$ cat config.mk
export PLATFORM = sky130hd
export DESIGN_NAME = cal_bcd_rtc
export DESIGN_NICKNAME = d
export VERILOG_FILES = /design/src/rtl/cal_pkg.sv /design/src/rtl/cal_rst_sync.sv /design/src/rtl/cal_prescaler.sv /design/src/rtl/cal_counter.sv /design/src/rtl/cal_ctrl.sv /design/src/rtl/cal_bcd_rtc.sv
export SDC_FILE = /design/constraint.sdc
export NUM_CORES = 1
export LEC_CHECK = 0
export CORE_UTILIZATION = 24
export CTS_CLUSTER_SIZE = 40
export DETAILED_ROUTE_END_ITERATION = 12
export PLACE_DENSITY = 0.42
export SLEW_MARGIN = 10
export SYNTH_ARGS = -nofsm -noshare
export SYNTH_HDL_FRONTEND = slang
export SYNTH_SLANG_ARGS = --single-unit
$ cat constraint.sdc
create_clock -name clk_i -period 5.6 [get_ports clk_i]
set_input_delay 1.12 -clock clk_i [delete_from_list [all_inputs] [get_ports clk_i]]
set_output_delay 1.12 -clock clk_i [all_outputs]
set_load 0.01 [all_outputs]
$ cat src/rtl/cal_pkg.sv
package cal_pkg;

  localparam int unsigned TIME_W = 22;
  localparam int unsigned DATE_W = 24;

  typedef struct packed {
    logic [7:0] year;
    logic [2:0] wday;
    logic [4:0] mon;
    logic [5:0] day;
    logic [5:0] hour;
    logic [6:0] min;
    logic [6:0] sec;
  } cal_t;

  typedef enum logic [1:0] {
    ST_RUN   = 2'd0,
    ST_ENTER = 2'd1,
    ST_INIT  = 2'd2
  } cal_state_e;

  // Increment a two-digit BCD value (no wrap handling: caller wraps).
  function automatic logic [7:0] bcd_inc(input logic [7:0] v);
    logic [7:0] r;
    if (v[3:0] == 4'd9) r = {v[7:4] + 4'd1, 4'd0};
    else                r = {v[7:4], v[3:0] + 4'd1};
    return r;
  endfunction

  // Binary value of a BCD year divisible by four: even tens with units
  // 0/4/8, or odd tens with units 2/6.
  function automatic logic leap_year(input logic [7:0] y);
    logic r;
    if (y[4] == 1'b0) r = (y[3:0] == 4'd0) || (y[3:0] == 4'd4) || (y[3:0] == 4'd8);
    else              r = (y[3:0] == 4'd2) || (y[3:0] == 4'd6);
    return r;
  endfunction

  // Last BCD day of a BCD month.
  function automatic logic [5:0] last_day(input logic [4:0] m, input logic [7:0] y);
    logic [5:0] r;
    case (m)
      5'h02:                      r = leap_year(y) ? 6'h29 : 6'h28;
      5'h04, 5'h06, 5'h09, 5'h11: r = 6'h30;
      default:                    r = 6'h31;
    endcase
    return r;
  endfunction

endpackage

$ cat src/rtl/cal_rst_sync.sv
module cal_rst_sync #(
  parameter int unsigned STAGES = 2
) (
  input  logic clk_i,
  input  logic rst_ni,
  output logic rst_no
);

  logic [STAGES-1:0] sync_q;
  logic [STAGES-1:0] sync_d;

  generate
    if (STAGES == 1) begin : g_one
      always_comb sync_d = 1'b1;
    end else begin : g_chain
      always_comb sync_d = {sync_q[STAGES-2:0], 1'b1};
    end
  endgenerate

  always_ff @(posedge clk_i or negedge rst_ni) begin
    if (!rst_ni) sync_q <= '0;
    else         sync_q <= sync_d;
  end

  assign rst_no = sync_q[STAGES-1];

endmodule

$ cat src/rtl/cal_prescaler.sv
module cal_prescaler #(
  parameter int unsigned ASYNC_W   = 7,
  parameter int unsigned SYNC_W    = 15,
  parameter int unsigned ASYNC_RST = 127,
  parameter int unsigned SYNC_RST  = 255
) (
  input  logic               clk_i,
  input  logic               rst_ni,
  input  logic               run_i,
  input  logic               ld_i,
  input  logic [ASYNC_W-1:0] a_lim_i,
  input  logic [SYNC_W-1:0]  s_lim_i,
  output logic               tick_o
);

  localparam logic [ASYNC_W-1:0] A_RST = ASYNC_W'(ASYNC_RST);
  localparam logic [SYNC_W-1:0]  S_RST = SYNC_W'(SYNC_RST);

  logic [ASYNC_W-1:0] a_lim_q, a_lim_d, a_q, a_d;
  logic [SYNC_W-1:0]  s_lim_q, s_lim_d, s_q, s_d;
  logic               a_wrap, s_wrap;

  assign a_wrap = (a_q == a_lim_q);
  assign s_wrap = (s_q == s_lim_q);
  assign tick_o = run_i && a_wrap && s_wrap;

  always_comb begin
    a_lim_d = a_lim_q;
    s_lim_d = s_lim_q;
    if (ld_i) begin
      a_lim_d = a_lim_i;
      s_lim_d = s_lim_i;
    end
  end

  always_comb begin
    a_d = a_q;
    s_d = s_q;
    if (!run_i) begin
      a_d = '0;
      s_d = '0;
    end else if (a_wrap) begin
      a_d = '0;
      s_d = s_wrap ? '0 : s_q + 1'b1;
    end else begin
      a_d = a_q + 1'b1;
    end
  end

  always_ff @(posedge clk_i or negedge rst_ni) begin
    if (!rst_ni) begin
      a_lim_q <= A_RST;
      s_lim_q <= S_RST;
      a_q     <= '0;
      s_q     <= '0;
    end else begin
      a_lim_q <= a_lim_d;
      s_lim_q <= s_lim_d;
      a_q     <= a_d;
      s_q     <= s_d;
    end
  end

  assert_async_range_R5: assert property (@(posedge clk_i) disable iff (!rst_ni)
    a_q <= a_lim_q);
  assert_sync_range_R5: assert property (@(posedge clk_i) disable iff (!rst_ni)
    s_q <= s_lim_q);
  assert_halt_clears_R4: assert property (@(posedge clk_i) disable iff (!rst_ni)
    !run_i |=> (a_q == '0) && (s_q == '0));

endmodule

$ cat src/rtl/cal_counter.sv
module cal_counter
  import cal_pkg::*;
(
  input  logic              clk_i,
  input  logic              rst_ni,
  input  logic              tick_i,
  input  logic              wr_time_i,
  input  logic              wr_date_i,
  input  logic [TIME_W-1:0] time_i,
  input  logic [DATE_W-1:0] date_i,
  output cal_t              cal_o
);

  cal_t       cal_q, cal_d;
  logic       sec_wrap, min_wrap, hour_wrap, day_wrap, mon_wrap;
  logic [7:0] sec_inc, min_inc, hour_inc, day_inc, mon_inc, year_inc;

  assign sec_wrap  = (cal_q.sec  == 7'h59);
  assign min_wrap  = (cal_q.min  == 7'h59);
  assign hour_wrap = (cal_q.hour == 6'h23);
  assign day_wrap  = (cal_q.day  == last_day(cal_q.mon, cal_q.year));
  assign mon_wrap  = (cal_q.mon  == 5'h12);

  assign sec_inc  = bcd_inc({1'b0, cal_q.sec});
  assign min_inc  = bcd_inc({1'b0, cal_q.min});
  assign hour_inc = bcd_inc({2'b0, cal_q.hour});
  assign day_inc  = bcd_inc({2'b0, cal_q.day});
  assign mon_inc  = bcd_inc({3'b0, cal_q.mon});
  assign year_inc = (cal_q.year == 8'h99) ? 8'h00 : bcd_inc(cal_q.year);

  always_comb begin
    cal_d = cal_q;
    if (tick_i) begin
      cal_d.sec = sec_wrap ? 7'h00 : sec_inc[6:0];
      if (sec_wrap) begin
        cal_d.min = min_wrap ? 7'h00 : min_inc[6:0];
        if (min_wrap) begin
          cal_d.hour = hour_wrap ? 6'h00 : hour_inc[5:0];
          if (hour_wrap) begin
            cal_d.wday = (cal_q.wday == 3'd7) ? 3'd1 : cal_q.wday + 3'd1;
            cal_d.day  = day_wrap ? 6'h01 : day_inc[5:0];
            if (day_wrap) begin
              cal_d.mon = mon_wrap ? 5'h01 : mon_inc[4:0];
              if (mon_wrap) cal_d.year = year_inc;
            end
          end
        end
      end
    end else begin
      if (wr_time_i) begin
        cal_d.sec  = time_i[6:0];
        cal_d.min  = time_i[14:8];
        cal_d.hour = time_i[21:16];
      end
      if (wr_date_i) begin
        cal_d.day  = date_i[5:0];
        cal_d.mon  = date_i[12:8];
        cal_d.wday = date_i[15:13];
        cal_d.year = date_i[23:16];
      end
    end
  end

  always_ff @(posedge clk_i or negedge rst_ni) begin
    if (!rst_ni) begin
      cal_q <= '{year: 8'h00, wday: 3'd1, mon: 5'h01, day: 6'h01,
                 hour: 6'h00, min: 7'h00, sec: 7'h00};
    end else begin
      cal_q <= cal_d;
    end
  end

  assign cal_o = cal_q;

  assert_sec_bcd_R6: assert property (@(posedge clk_i) disable iff (!rst_ni)
    (cal_q.sec[3:0] <= 4'd9) && (cal_q.sec <= 7'h59));
  assert_hour_bcd_R6: assert property (@(posedge clk_i) disable iff (!rst_ni)
    (cal_q.hour[3:0] <= 4'd9) && (cal_q.hour <= 6'h23));
  assert_day_in_month_R8: assert property (@(posedge clk_i) disable iff (!rst_ni)
    (cal_q.day != 6'h00) && (cal_q.day <= last_day(cal_q.mon, cal_q.year)));
  assert_wday_legal_R9: assert property (@(posedge clk_i) disable iff (!rst_ni)
    (cal_q.wday != 3'd0));

endmodule

$ cat src/rtl/cal_ctrl.sv
module cal_ctrl
  import cal_pkg::*;
#(
  parameter int unsigned INIT_LAT = 2,
  parameter int unsigned SYNC_LAT = 2
) (
  input  logic clk_i,
  input  logic rst_ni,
  input  logic init_req_i,
  input  logic sync_clr_i,
  input  cal_t cal_i,
  output logic init_ready_o,
  output logic run_o,
  output logic wr_ok_o,
  output logic sync_flag_o,
  output logic cal_valid_o,
  output cal_t shadow_o
);

  localparam int unsigned IW = $clog2(INIT_LAT + 1);
  localparam int unsigned SW = $clog2(SYNC_LAT + 1);
  localparam logic [IW-1:0] I_LOAD = IW'(INIT_LAT - 1);
  localparam logic [SW-1:0] S_LOAD = SW'(SYNC_LAT - 1);

  cal_state_e    st_q, st_d;
  logic [IW-1:0] icnt_q, icnt_d;
  logic [SW-1:0] scnt_q, scnt_d;
  logic          flag_q, flag_d, pend_q, pend_d, valid_q, valid_d;
  logic          leave, restart, done, shadow_en;
  cal_t          shadow_q, shadow_d;

  assign leave   = (st_q == ST_INIT) && !init_req_i;
  assign restart = leave || sync_clr_i;
  assign done    = !restart && pend_q && (scnt_q == '0);

  // Mode state machine
  always_comb begin
    st_d   = st_q;
    icnt_d = icnt_q;
    case (st_q)
      ST_RUN: if (init_req_i) begin
        st_d   = ST_ENTER;
        icnt_d = I_LOAD;
      end
      ST_ENTER: begin
        if (!init_req_i)         st_d = ST_RUN;
        else if (icnt_q == '0)   st_d = ST_INIT;
        else                     icnt_d = icnt_q - 1'b1;
      end
      ST_INIT: if (!init_req_i) st_d = ST_RUN;
      default: st_d = ST_RUN;
    endcase
  end

  // Synchronisation flag
  always_comb begin
    flag_d = flag_q;
    pend_d = pend_q;
    scnt_d = scnt_q;
    if (restart) begin
      flag_d = 1'b0;
      pend_d = 1'b1;
      scnt_d = S_LOAD;
    end else if (pend_q) begin
      if (scnt_q == '0) begin
        flag_d = 1'b1;
        pend_d = 1'b0;
      end else begin
        scnt_d = scnt_q - 1'b1;
      end
    end
  end

  assign shadow_en = done || flag_q;
  always_comb begin
    shadow_d = shadow_q;
    if (shadow_en) shadow_d = cal_i;
  end

  assign valid_d = valid_q || (cal_i.year != 8'h00);

  always_ff @(posedge clk_i or negedge rst_ni) begin
    if (!rst_ni) begin
      st_q     <= ST_RUN;
      icnt_q   <= '0;
      flag_q   <= 1'b0;
      pend_q   <= 1'b1;
      scnt_q   <= S_LOAD;
      valid_q  <= 1'b0;
      shadow_q <= '0;
    end else begin
      st_q     <= st_d;
      icnt_q   <= icnt_d;
      flag_q   <= flag_d;
      pend_q   <= pend_d;
      scnt_q   <= scnt_d;
      valid_q  <= valid_d;
      shadow_q <= shadow_d;
    end
  end

  assign init_ready_o = (st_q == ST_INIT);
  assign wr_ok_o      = (st_q == ST_INIT);
  assign run_o        = (st_q == ST_RUN);
  assign sync_flag_o  = flag_q;
  assign cal_valid_o  = valid_q;
  assign shadow_o     = shadow_q;

  assert_ready_needs_req_R2: assert property (@(posedge clk_i) disable iff (!rst_ni)
    $rose(init_ready_o) |-> $past(init_req_i));
  assert_sync_clear_R7: assert property (@(posedge clk_i) disable iff (!rst_ni)
    sync_clr_i |=> !sync_flag_o);
  assert_exit_resync_R7: assert property (@(posedge clk_i) disable iff (!rst_ni)
    (init_ready_o && !init_req_i) |=> !sync_flag_o && run_o);
  assert_shadow_hold_R7: assert property (@(posedge clk_i) disable iff (!rst_ni)
    (!sync_flag_o && !done) |=> $stable(shadow_o));
  assert_valid_sticky_R10: assert property (@(posedge clk_i) disable iff (!rst_ni)
    cal_valid_o |=> cal_valid_o);

endmodule

$ cat src/rtl/cal_bcd_rtc.sv
module cal_bcd_rtc
  import cal_pkg::*;
#(
  parameter int unsigned ASYNC_W    = 7,
  parameter int unsigned SYNC_W     = 15,
  parameter int unsigned ASYNC_RST  = 127,
  parameter int unsigned SYNC_RST   = 255,
  parameter int unsigned INIT_LAT   = 2,
  parameter int unsigned SYNC_LAT   = 2,
  parameter int unsigned RST_STAGES = 2
) (
  input  logic               clk_i,
  input  logic               rst_ni,
  input  logic               init_req_i,
  output logic               init_ready_o,
  input  logic               time_we_i,
  input  logic [21:0]        time_wdata_i,
  input  logic               date_we_i,
  input  logic [23:0]        date_wdata_i,
  input  logic               presc_we_i,
  input  logic [ASYNC_W-1:0] presc_async_i,
  input  logic [SYNC_W-1:0]  presc_sync_i,
  input  logic               sync_clr_i,
  output logic               sync_flag_o,
  output logic               cal_valid_o,
  output logic [21:0]        time_o,
  output logic [23:0]        date_o
);

  logic rst_n, run, wr_ok, tick;
  cal_t live, shadow;

  cal_rst_sync #(.STAGES(RST_STAGES)) u_rst (
    .clk_i (clk_i),
    .rst_ni(rst_ni),
    .rst_no(rst_n)
  );

  cal_ctrl #(.INIT_LAT(INIT_LAT), .SYNC_LAT(SYNC_LAT)) u_ctrl (
    .clk_i       (clk_i),
    .rst_ni      (rst_n),
    .init_req_i  (init_req_i),
    .sync_clr_i  (sync_clr_i),
    .cal_i       (live),
    .init_ready_o(init_ready_o),
    .run_o       (run),
    .wr_ok_o     (wr_ok),
    .sync_flag_o (sync_flag_o),
    .cal_valid_o (cal_valid_o),
    .shadow_o    (shadow)
  );

  cal_prescaler #(
    .ASYNC_W(ASYNC_W), .SYNC_W(SYNC_W),
    .ASYNC_RST(ASYNC_RST), .SYNC_RST(SYNC_RST)
  ) u_presc (
    .clk_i  (clk_i),
    .rst_ni (rst_n),
    .run_i  (run),
    .ld_i   (presc_we_i && wr_ok),
    .a_lim_i(presc_async_i),
    .s_lim_i(presc_sync_i),
    .tick_o (tick)
  );

  cal_counter u_cnt (
    .clk_i    (clk_i),
    .rst_ni   (rst_n),
    .tick_i   (tick),
    .wr_time_i(time_we_i && wr_ok),
    .wr_date_i(date_we_i && wr_ok),
    .time_i   (time_wdata_i),
    .date_i   (date_wdata_i),
    .cal_o    (live)
  );

  assign time_o = {shadow.hour, 1'b0, shadow.min, 1'b0, shadow.sec};
  assign date_o = {shadow.year, shadow.wday, shadow.mon, 2'b00, shadow.day};

  assert_no_tick_in_init_R4: assert property (@(posedge clk_i) disable iff (!rst_n)
    init_ready_o |-> !tick);

endmodule

# Yosys cells after proc, flatten, opt, wreduce, memory -nomap -nowiden

Index checks and enable logic that the tools add are counted.

Flip-flop bits (word level): 139
Bits in latches: 0
Memory bits (writable): 0
Memory bits (read-only): 0
Input port bits: 75
Memories kept: 0

Add/subtract/negate cells: 17
$mul: 0
Divide/modulo/power cells: 0
$lt $le $gt $ge: 0
Eq/ne operators: 44
Shift-type cells: 0
Multiplexer cells: 48
Bitwise gates (word level): 0
Reduce and logical (&&, ||, !) cells: 42

Operator list:

| kind                                                   | count |
|---|---|
| 2-to-1 mux 15 bit                                      | 3 |
| 2-to-1 mux 22 bit                                      | 2 |
| 2-to-1 mux 42 bit                                      | 1 |
| 2-to-1 mux 7 bit                                       | 6 |
| 2-to-1 mux 35 bit                                      | 1 |
| 2-to-1 mux 8 bit                                       | 4 |
| adder 4 x 1 -> 4 bit (second input constant)           | 7 |
| equality test 4 bit (second input constant)            | 7 |
| 2-to-1 mux 28 bit                                      | 1 |
| 2-to-1 mux 6 bit                                       | 4 |
| 2-to-1 mux 20 bit                                      | 1 |
| 2-to-1 mux 2 bit                                       | 9 |
| inequality test 3 x 1 -> 1 bit (second input constant) | 6 |
| adder 15 x 1 -> 15 bit (second input constant)         | 1 |
| equality test 15 bit                                   | 1 |
| 2-to-1 mux 5 bit                                       | 3 |
| equality test 7 bit (second input constant)            | 2 |
| inequality test 2 x 1 -> 1 bit (second input constant) | 6 |
| one-hot mux 6 bit (2 select lines)                     | 1 |
| AND reduction 4 bit                                    | 3 |
| AND reduction 6 bit                                    | 2 |
| equality test 5 x 3 -> 1 bit (second input constant)   | 2 |
| equality test 5 bit (second input constant)            | 2 |
| inequality test 2 bit (second input constant)          | 5 |
| other kinds (33)                                       | 71 |

# Depth between registers and ports, before layout

Gate-level depths: netlist (run 1).

Word-level depth: 13
Depth in mapped cells: 10
Gate-level depth less buffers: 8

# By module

From an unflattened synthesis (run 1), not the netlist that was laid out.

Cell total of the unflattened synthesis: 699
Area total of the unflattened synthesis: 7662.3 µm²

By module, submodules not included:

| module        | instances | cells each | area each (µm²) | sequential area each (µm²) |
|---|---|---|---|---|
| cal_counter   | 1         | 336        | 2979.1          | 1054.8 |
| cal_prescaler | 1         | 218        | 2364.8          | 1119.8 |
| cal_ctrl      | 1         | 134        | 2212.1          | 1278.7 |
| cal_rst_sync  | 1         | 3          | 53.8            | 50.0 |
| cal_bcd_rtc   | 1         | 8          | 52.6            | 0.0 |

# Worst setup path before layout (run 1)

Ideal clock, no wire load.

Path kind: input to register
From: in init_req_i
To: reg u_ctrl.shadow_q, in the netlist u_ctrl.shadow_o[20]
Arrival: 2.472 ns
Required time: 5.475 ns
Setup slack: 3.003 ns
Stages on the path: 6
Path buffers: 2
Cell sequence: inv_1 a21oi_1 a31o_2 clkbuf_1 clkbuf_1 mux2_2

Word-level cells in the longest chain between the ends: 7

Ends and longest elaborated chain:

| element                         | RTL line          | text |
|---|---|---|
| start: declaration              | cal_bcd_rtc.sv:14 | `input logic init_req_i,` |
| logical NOT 1 bit               | cal_ctrl.sv:32    | `assign leave = (st_q == ST_INIT) && !init_req_i;` |
| logical AND 1 bit               | cal_ctrl.sv:32    |  |
| logical OR 1 bit                | cal_ctrl.sv:33    | `assign restart = leave \|\| sync_clr_i;` |
| logical NOT 1 bit               | cal_ctrl.sv:34    | `assign done = !restart && pend_q && (scnt_q == '0);` |
| logical AND 1 bit (2 in series) | cal_ctrl.sv:34    |  |
| logical OR 1 bit                | cal_ctrl.sv:74    | `assign shadow_en = done \|\| flag_q;` |
| end signal: assignment          | cal_ctrl.sv:98    | `shadow_q <= shadow_d;` |
| end: declaration                | cal_ctrl.sv:30    | `cal_t shadow_q, shadow_d;` |

Every way passes these cells.
A chain may end at the register's enable or synchronous reset.

# Final worst setup path (run 1)

From: reg u_presc.a_lim_q[1]
To: reg u_cnt.cal_q, in the netlist u_cnt.cal_o[40]

Word-level cells in the longest chain between the ends: 5

Ends and longest elaborated chain:

| element                                                          | RTL line            | text |
|---|---|---|
| start: declaration                                               | cal_prescaler.sv:19 | `logic [ASYNC_W-1:0] a_lim_q, a_lim_d, a_q, a_d;` |
| start signal: assignment                                         | cal_prescaler.sv:57 | `a_lim_q <= a_lim_d;` |
| equality test 7 bit (*)                                          | cal_prescaler.sv:23 | `assign a_wrap = (a_q == a_lim_q);` |
| logical AND 1 bit (*) (2 in series)                              | cal_prescaler.sv:25 | `assign tick_o = run_i && a_wrap && s_wrap;` |
| inequality test 3 x 1 -> 1 bit (no line) (tied with other cells) | -                   |  |
| AND reduction 7 bit (no line)                                    | -                   |  |
| end signal: assignment                                           | cal_counter.sv:66   | `cal_q <= '{year: 8'h00, wday: 3'd1, mon: 5'h01, day: 6'h01,` |
| end signal: assignment                                           | cal_counter.sv:69   | `cal_q <= cal_d;` |
| end: declaration                                                 | cal_counter.sv:14   | `cal_t cal_q, cal_d;` |

Every way passes the cells marked *; elsewhere a longest branch is shown, timed or not.

==> results by group, run 1 <==
Yosys
  • Post-synthesis sequential area ratio: 48.59%
  • Async SR Flop Fraction: 100.0%
  • Register bit count reported by yosys: 139
  • Post-synthesis cell count: 675
  • Cell area after synthesis: 7209 um2
  • Syn Area/Cell: around 11 um2
  • Yosys warns: 0
  • Post-synth EDFFs: 0
  • Main synth FF type: dfrtp_1
  • Library cells used by synthesis: about 70

Clock tree
  • CTS root buf: clkbuf_16
  • CTS HTree Levels: 4
  • Clock sink total: 139
  • Post CTS Setup Buffer Count: 0
  • Hold buffers post-CTS: 0
  • Num CTS Buffers: 17
  • CTS clk-pin slew, worst paths: 0.06 ns
  • CTS tree: yes
  • Worst-skew pair later-pin latency: 0.43 ns
  • Clk buf depth: 2
  • PostCTS Resize Cnt: 0

Die
  • Chip height: approximately 180 um
  • CORE AREA: 29560 um2
  • Initial core utilization: 24.39%
  • Die area: 30740 um2
  • Rows: 63
  • Die width: 175.3 um
  • Ports: 124

Pwr
  • PD cells: around 480 nW/um2
  • Peak supply drop: approximately 0.00016 V
  • P_leak: ~3.8 nW

STA
  • Clock skew: about 0.019 ns
  • Worst-margin pin slew: 1.040 ns
  • Max Clock Freq: ~300 MHz
  • Hold Vio Cnt, Final: 0
  • Setup_tns: 0 ns
  • Final Cycle Share: 59.40%
  • RSZ-0062 raised after global routing: no
  • Slew Viols, Final: 0
  • Max_slew headroom: approximately 30%
  • # setup viols final: 0
  • Final min period: 3.326 ns

Global routing
  • Largest net degree at the start of global routing: 62
  • Initial antenna violation count: 1
  • Vias in the first global route: 5593
  • GR Overflow Total: 0
  • First-pass GRT wire length: 30.59 mm
  • Gr usage total: 12.84%

Layout
  • Antenna Cells: 0
  • Final Cell Area: 9311 um2
  • Non-Filler Instances: 1187
  • Ratio of cells with drive above 1 in the final layout: between 10% and 20%
  • Core Util, Final: 31.50%
  • P&R area growth vs syn: 29.16%
  • Nets@finish: just under 900

Worst setup path
  • Worst setup EP type: register
  • Startpoint type of the worst setup path: register
  • Critical path arrival: ~3.6 ns
  • Worst-path maximum fanout: 23
  • Setup CP Type: reg -> reg
  • Worst endpoint required time: around 5.9 ns

Run status
  • Status: completed

Detailed routing
  • DR iter-0 viols: 280
  • DRT Wirelength: 18.87 mm
  • DRC: 0
  • Post-route ant nets: 0
  • DR pass1 iterations: 4
  • Drt via density: between 4 and 5
  • Via Count: ~5500
  • Wire per inst: 15.90 um

Placed design
  • Placed insts: 1155
  • Post-DP HPWL: 13.09 mm
  • Area post-placement: between 8000 and 9000 um2
  • Port buffer count: 115
  • GPL Wtd Cong: around 0.74

Flow run
  • # Max-Cap Violations: 0

Hold path
  • Hold WC Path Type: reg -> reg
state kept, by name (all words and copies together), names as in the netlist, 2 cells and up:
signal           count
u_ctrl.scnt_q        2
u_presc.a_q          7
u_ctrl.st_q          2
u_ctrl.icnt_q        2
u_cnt.cal_o         42
u_presc.s_q         15
u_presc.s_lim_q     15
u_rst.sync_q         2
u_presc.a_lim_q      7
u_ctrl.shadow_o     42
path summary, 6_finish.rpt:
kind,slack [ns],depth (start not counted),end,start
min in group asynchronous,0.36,0,u_ctrl.shadow_o[24],u_rst.sync_q[1]
worst max register to register,2.27,8,u_cnt.cal_o[40],u_presc.a_lim_q[1]
worst max-delay path,2.27,8,u_cnt.cal_o[40],u_presc.a_lim_q[1]
max in group asynchronous,3.95,1,u_presc.s_q[8],u_rst.sync_q[1]
worst min register to register,0.35,0,u_rst.sync_q[1],u_rst.sync_q[0]
worst min-delay path,0.35,0,u_rst.sync_q[1],u_rst.sync_q[0]
final cells by class:
class / instances / area, um2
Clock buffer: 20 / 466.7
Clock inverter: 12 / 112.6
Fill cell: 3104 / 20250
Inverter: 26 / 97.59
Multi-Input combinational cell: 476 / 3421
Sequential cell: 139 / 3507
Tap cell: 390 / 488.0
Timing Repair Buffer: 124 / 1219
critical path, cell delays in order (launching register included):
cell and delay (ns):
dfstp_2 0.53, xnor2_1 0.14, nand3_1 0.13, or4_4 0.55, or3_2 0.52, o22ai_2 0.43, buf_4 0.37, nand2b_1 0.37
o21ai_0 0.15
cell usage in the layout (no fill, tap or decap), types with 4 or more instances in the layout:
master             n
a31oi_1            5
nand4_1            4
nor4_1            14
clkinvlp_4         5
nor3_1             7
nand3b_1           5
o21ai_0           48
nor4b_1            4
nand2_1           42
mux2i_1            7
and2_1             5
nand3_1           20
dfstp_2           20
a2bb2oi_1          7
nor2b_1           10
clkdlybuf4s50_1  115
o31ai_1            6
nand2b_1           9
a21o_1             5
xor2_1            16
conb_1             5
clkbuf_16         17
inv_1             26
a211o_1            4
o22ai_1            5
o21ai_1            4
xnor2_1           17
and3_1            11
buf_4              9
a21oi_1           28
mux2_2            66
nor2_1            42
ha_1              18
o2bb2ai_1          4
dfrtp_1          118
cells by family (layout without fill, tap and decap cells):
logic type | count (synthesis) | after routing | share of synthesized area (%)
fa+ha+maj | 18 | 18 | 3.124
compound gates | 155 | 155 | 14.70
flops | 139 | 139 | 48.59
mux | 73 | 73 | 11.28
simple gates | 192 | 192 | 13.92
xor+xnor | 33 | 33 | 4.009
other cells | 2 | 5 | 0.1042
buf+inv | 63 | 182 | 4.269
cells in the mapped netlist (6+ instances only):
| cell type | n | area share (%) |
|---|---|---|
| a2bb2oi_1 | 7 | 0.85 |
| nor2_1 | 42 | 2.2 |
| nand2b_1 | 9 | 0.78 |
| o21ai_0 | 48 | 3.3 |
| dfrtp_1 | 119 | 41 |
| xnor2_1 | 17 | 2.1 |
| xor2_1 | 16 | 1.9 |
| buf_2 | 9 | 0.62 |
| nand3_1 | 20 | 1.4 |
| nor4_1 | 14 | 1.2 |
| o31ai_1 | 6 | 0.62 |
| inv_1 | 26 | 1.4 |
| a21oi_1 | 28 | 1.9 |
| nor2b_1 | 10 | 0.87 |
| ha_1 | 18 | 3.1 |
| buf_4 | 6 | 0.62 |
| nand2_1 | 42 | 2.2 |
| dfstp_2 | 20 | 7.3 |
| mux2i_1 | 7 | 0.97 |
| nor3_1 | 9 | 0.62 |
| and3_1 | 11 | 0.95 |
| clkbuf_1 | 15 | 0.78 |
| mux2_2 | 66 | 10 |
per-stage QoR:
stage               total power, W  setup slack, ns  hold slack (ns)
floorplan                 0.002782            1.475           0.3312
global placement          0.003407            1.870           0.3392
detailed placement        0.003417            1.866           0.3420
CTS                       0.004576            2.249           0.3551
global route              0.004833            2.019           0.3662
finish                    0.004498            2.274           0.3486
report_power, final:
group | switching, W | leakage, nW | internal (W)
combinational | 0.000634 | 1.88 | 0.000866
sequential | 0.000418 | 1.69 | 0.00145
clock | 0.000478 | 0.271 | 0.000650
metal layers:
layer	track usage, %	routed length (um)	vias up
met5	0	13	-
li1	-	-	2662
met1	17.62	9283	2642
met3	2.900	749	21
met4	5.036	335	2
met2	19.51	8488	129
Power figures use the tool's default switching activity.
==> run 2: changes to the inputs <==
--- a/config.mk
+++ b/config.mk
@@ -8,7 +8,7 @@
 export CORE_UTILIZATION = 24
 export CTS_CLUSTER_SIZE = 40
 export DETAILED_ROUTE_END_ITERATION = 12
-export PLACE_DENSITY = 0.42
+export PLACE_DENSITY = 0.44
 export SLEW_MARGIN = 10
 export SYNTH_ARGS = -nofsm -noshare
 export SYNTH_HDL_FRONTEND = slang
==> constraint.sdc (replaced) <==
create_clock -name clk_i -period 3 [get_ports clk_i]
set_input_delay 0.6 -clock clk_i [delete_from_list [all_inputs] [get_ports clk_i]]
set_output_delay 0.6 -clock clk_i [all_outputs]
set_load 0.01 [all_outputs]
==> results by group, run 2 (synthesized netlist as in run 1, its figures left out) <==
Run status
  • Status: completed (unchanged)

Die
  • Initial core utilization: 24.39% (unchanged)
  • Die area: 30740 um2 (unchanged)
  • Chip height: 175.3 um (unchanged)
  • Rows: 63 (unchanged)
  • CORE AREA: 29560 um2 (unchanged)
  • Die width: 175.3 um (unchanged)
  • Ports: 124 (unchanged)

STA
  • Max_slew headroom: 46.68% (was 30.29%)
  • Max Clock Freq: 359.5 MHz (was 300.6 MHz)
  • Setup_tns: 0 ns (unchanged)
  • Hold Vio Cnt, Final: 0 (unchanged)
  • Slew Viols, Final: 0 (unchanged)
  • RSZ-0062 raised after global routing: no (unchanged)
  • Final Cycle Share: 92.72% (was 59.40%)
  • # setup viols final: 0 (unchanged)
  • Final min period: 2.782 ns (was 3.326 ns)
  • Worst-margin pin slew: 0.7998 ns (was 1.040 ns)
  • Clock skew: 0.01397 ns (was 0.01884 ns)

Clock tree
  • CTS tree: yes (unchanged)
  • CTS clk-pin slew, worst paths: 0.06 ns (about the same)
  • CTS HTree Levels: 4 (unchanged)
  • CTS root buf: clkbuf_16 (unchanged)
  • Clk buf depth: 2 (unchanged)
  • Num CTS Buffers: 17 (unchanged)
  • Worst-skew pair later-pin latency: 0.42 ns (was 0.43 ns)
  • Post CTS Setup Buffer Count: 0 (unchanged)
  • Clock sink total: 139 (unchanged)
  • Hold buffers post-CTS: 0 (unchanged)
  • PostCTS Resize Cnt: 0 (unchanged)

Detailed routing
  • DRT Wirelength: 18.67 mm (was 18.87 mm)
  • Via Count: 5535 (was 5456)
  • Post-route ant nets: 0 (unchanged)
  • Drt via density: 4.571 (was 4.596)
  • Wire per inst: 15.42 um (was 15.90 um)
  • DR pass1 iterations: 4 (unchanged)
  • DR iter-0 viols: 251 (was 280)
  • DRC: 0 (unchanged)

Placed design
  • Post-DP HPWL: 13.36 mm (was 13.09 mm)
  • Area post-placement: 8937 um2 (was 8732 um2)
  • GPL Wtd Cong: 0.7857 (was 0.7356)
  • Port buffer count: 115 (unchanged)

Pwr
  • P_leak: 3.978 nW (was 3.835 nW)
  • Peak supply drop: 0.0003914 V (was 0.0001627 V)
  • PD cells: 897.2 nW/um2 (was 483.0 nW/um2)
  • Post-layout power: 0.008571 W (was 0.004498 W)

Global routing
  • GR Overflow Total: 0 (unchanged)
  • First-pass GRT wire length: 30.39 mm (was 30.59 mm)
  • Gr usage total: 12.68% (was 12.84%)
  • Vias in the first global route: 5620 (was 5593)
  • Initial antenna violation count: 1 (unchanged)
  • Largest net degree at the start of global routing: 56 (was 62)

Worst setup path
  • Critical path arrival: 3.09 ns (was 3.62 ns)
  • CP cell instances: xnor2_1 > nand3_1 > or4_4 > nor4_1 > o22ai_2 > buf_4 > nor2_1 > mux2_2 (was xnor2_1 > nand3_1 > or4_4 > or3_2 > o22ai_2 > buf_4 > nand2b_1 > o21ai_0)
  • Setup CP Type: reg -> reg (unchanged)
  • Startpoint type of the worst setup path: register (unchanged)
  • Crit-path max cell delay: 0.55 ns (about the same)
  • Critical Path Slowest Stage Cell: or4_4 (unchanged)
  • Worst-path maximum fanout: 5 (was 23)
  • Worst setup EP type: register (unchanged)
  • Worst endpoint required time: 3.31 ns (was 5.89 ns)

Layout
  • Core Util, Final: 32.32% (was 31.50%)
  • Final Cell Area: 9553 um2 (was 9311 um2)
  • Commonest non-fill, non-tap cell in the layout: dfrtp_1 (unchanged)
  • Ratio of cells with drive above 1 in the final layout: 20.12% (was 18.07%)
  • P&R area growth vs syn: 32.51% (was 29.16%)
  • Nets@finish: 900 (was 877)
  • Most frequent cells in the layout: 118 x dfrtp_1, 115 x clkdlybuf4s50_1, 66 x mux2_2 (unchanged)

Flow run
  • # Max-Cap Violations: 0 (unchanged)

Hold path
  • Hold WC Path Type: in -> async (was reg -> reg)
[run 2: through the flow]
step	hold WS, ns	worst slack (ns)	cells
3_5_place_dp	0.3365	0.04699	1178
5_1_grt	0.3218	0.07530	1210
3_3_place_gp	0.3329	0.05591	1178
6_report	0.3330	0.2184	1211
2_1_floorplan	0.3044	0.5307	678
4_1_cts	0.3112	0.02910	1210
[run 2: area by class of cell]
cell class	instances	area (um2)
inverters	26	97.59
clock buffers	19	442.9
flip-flops and latches	139	3507
fillers	3102	20010
well taps	390	488.0
repair buffers	147	1429
clock inverters	13	166.4
diodes	1	2.502
multi-input cells	476	3420
[run 2: worst max-delay path: cells and delay by family, from the launching register on]
| kind | cells | cell delay (ns) |
|---|---|---|
| AO/OA/AOI/OAI | 1 | 0.12 |
| flip-flops | 1 | 0.54 |
| AND/OR/NAND/NOR | 4 | 1.33 |
| multiplexers | 1 | 0.37 |
| buffers and inverters | 1 | 0.17 |
| XOR/XNOR | 1 | 0.13 |
[run 2: worst paths after layout]
kind / from / to / slack (ns) / cells past startpoint
max: u_presc.a_lim_q[1] / u_cnt.cal_o[29] / 0.22 / 8
min: rst_ni / u_rst.sync_q[1] / 0.33 / 1
max reg2reg: u_presc.a_lim_q[1] / u_cnt.cal_o[29] / 0.22 / 8
min reg2reg: u_rst.sync_q[0] / u_rst.sync_q[1] / 0.35 / 0
max in group asynchronous: u_rst.sync_q[1] / u_ctrl.scnt_q[0] / 1.81 / 1
min in group clk_i: u_rst.sync_q[0] / u_rst.sync_q[1] / 0.35 / 0
[run 2: metal layers]
| metal | up-vias | part of all wire (%) | GRT usage, % |
|---|---|---|---|
| li1 | 2713 | - | - |
| met1 | 2671 | 49 | 17.45 |
| met2 | 131 | 44 | 19.30 |
| met3 | 20 | 5.1 | 3.312 |
| met4 | 0 | 1.7 | 4.022 |
| met5 | - | 0 | 0 |
[run 2: power by group]
group          switching [W]  leakage, nW  internal [W]
Combinational        0.00123         2.00       0.00168
Clock               0.000861        0.290       0.00134
Sequential          0.000755         1.69       0.00271
==> run 3: changes to the inputs <==
--- a/config.mk
+++ b/config.mk
@@ -5,6 +5,7 @@
 export SDC_FILE = /design/constraint.sdc
 export NUM_CORES = 1
 export LEC_CHECK = 0
+export CAP_MARGIN = 20
 export CORE_UTILIZATION = 24
 export CTS_CLUSTER_SIZE = 40
 export DETAILED_ROUTE_END_ITERATION = 12
==> results of run 3 <==
The final DEF is identical to that of run 2; final timing and power are the same.
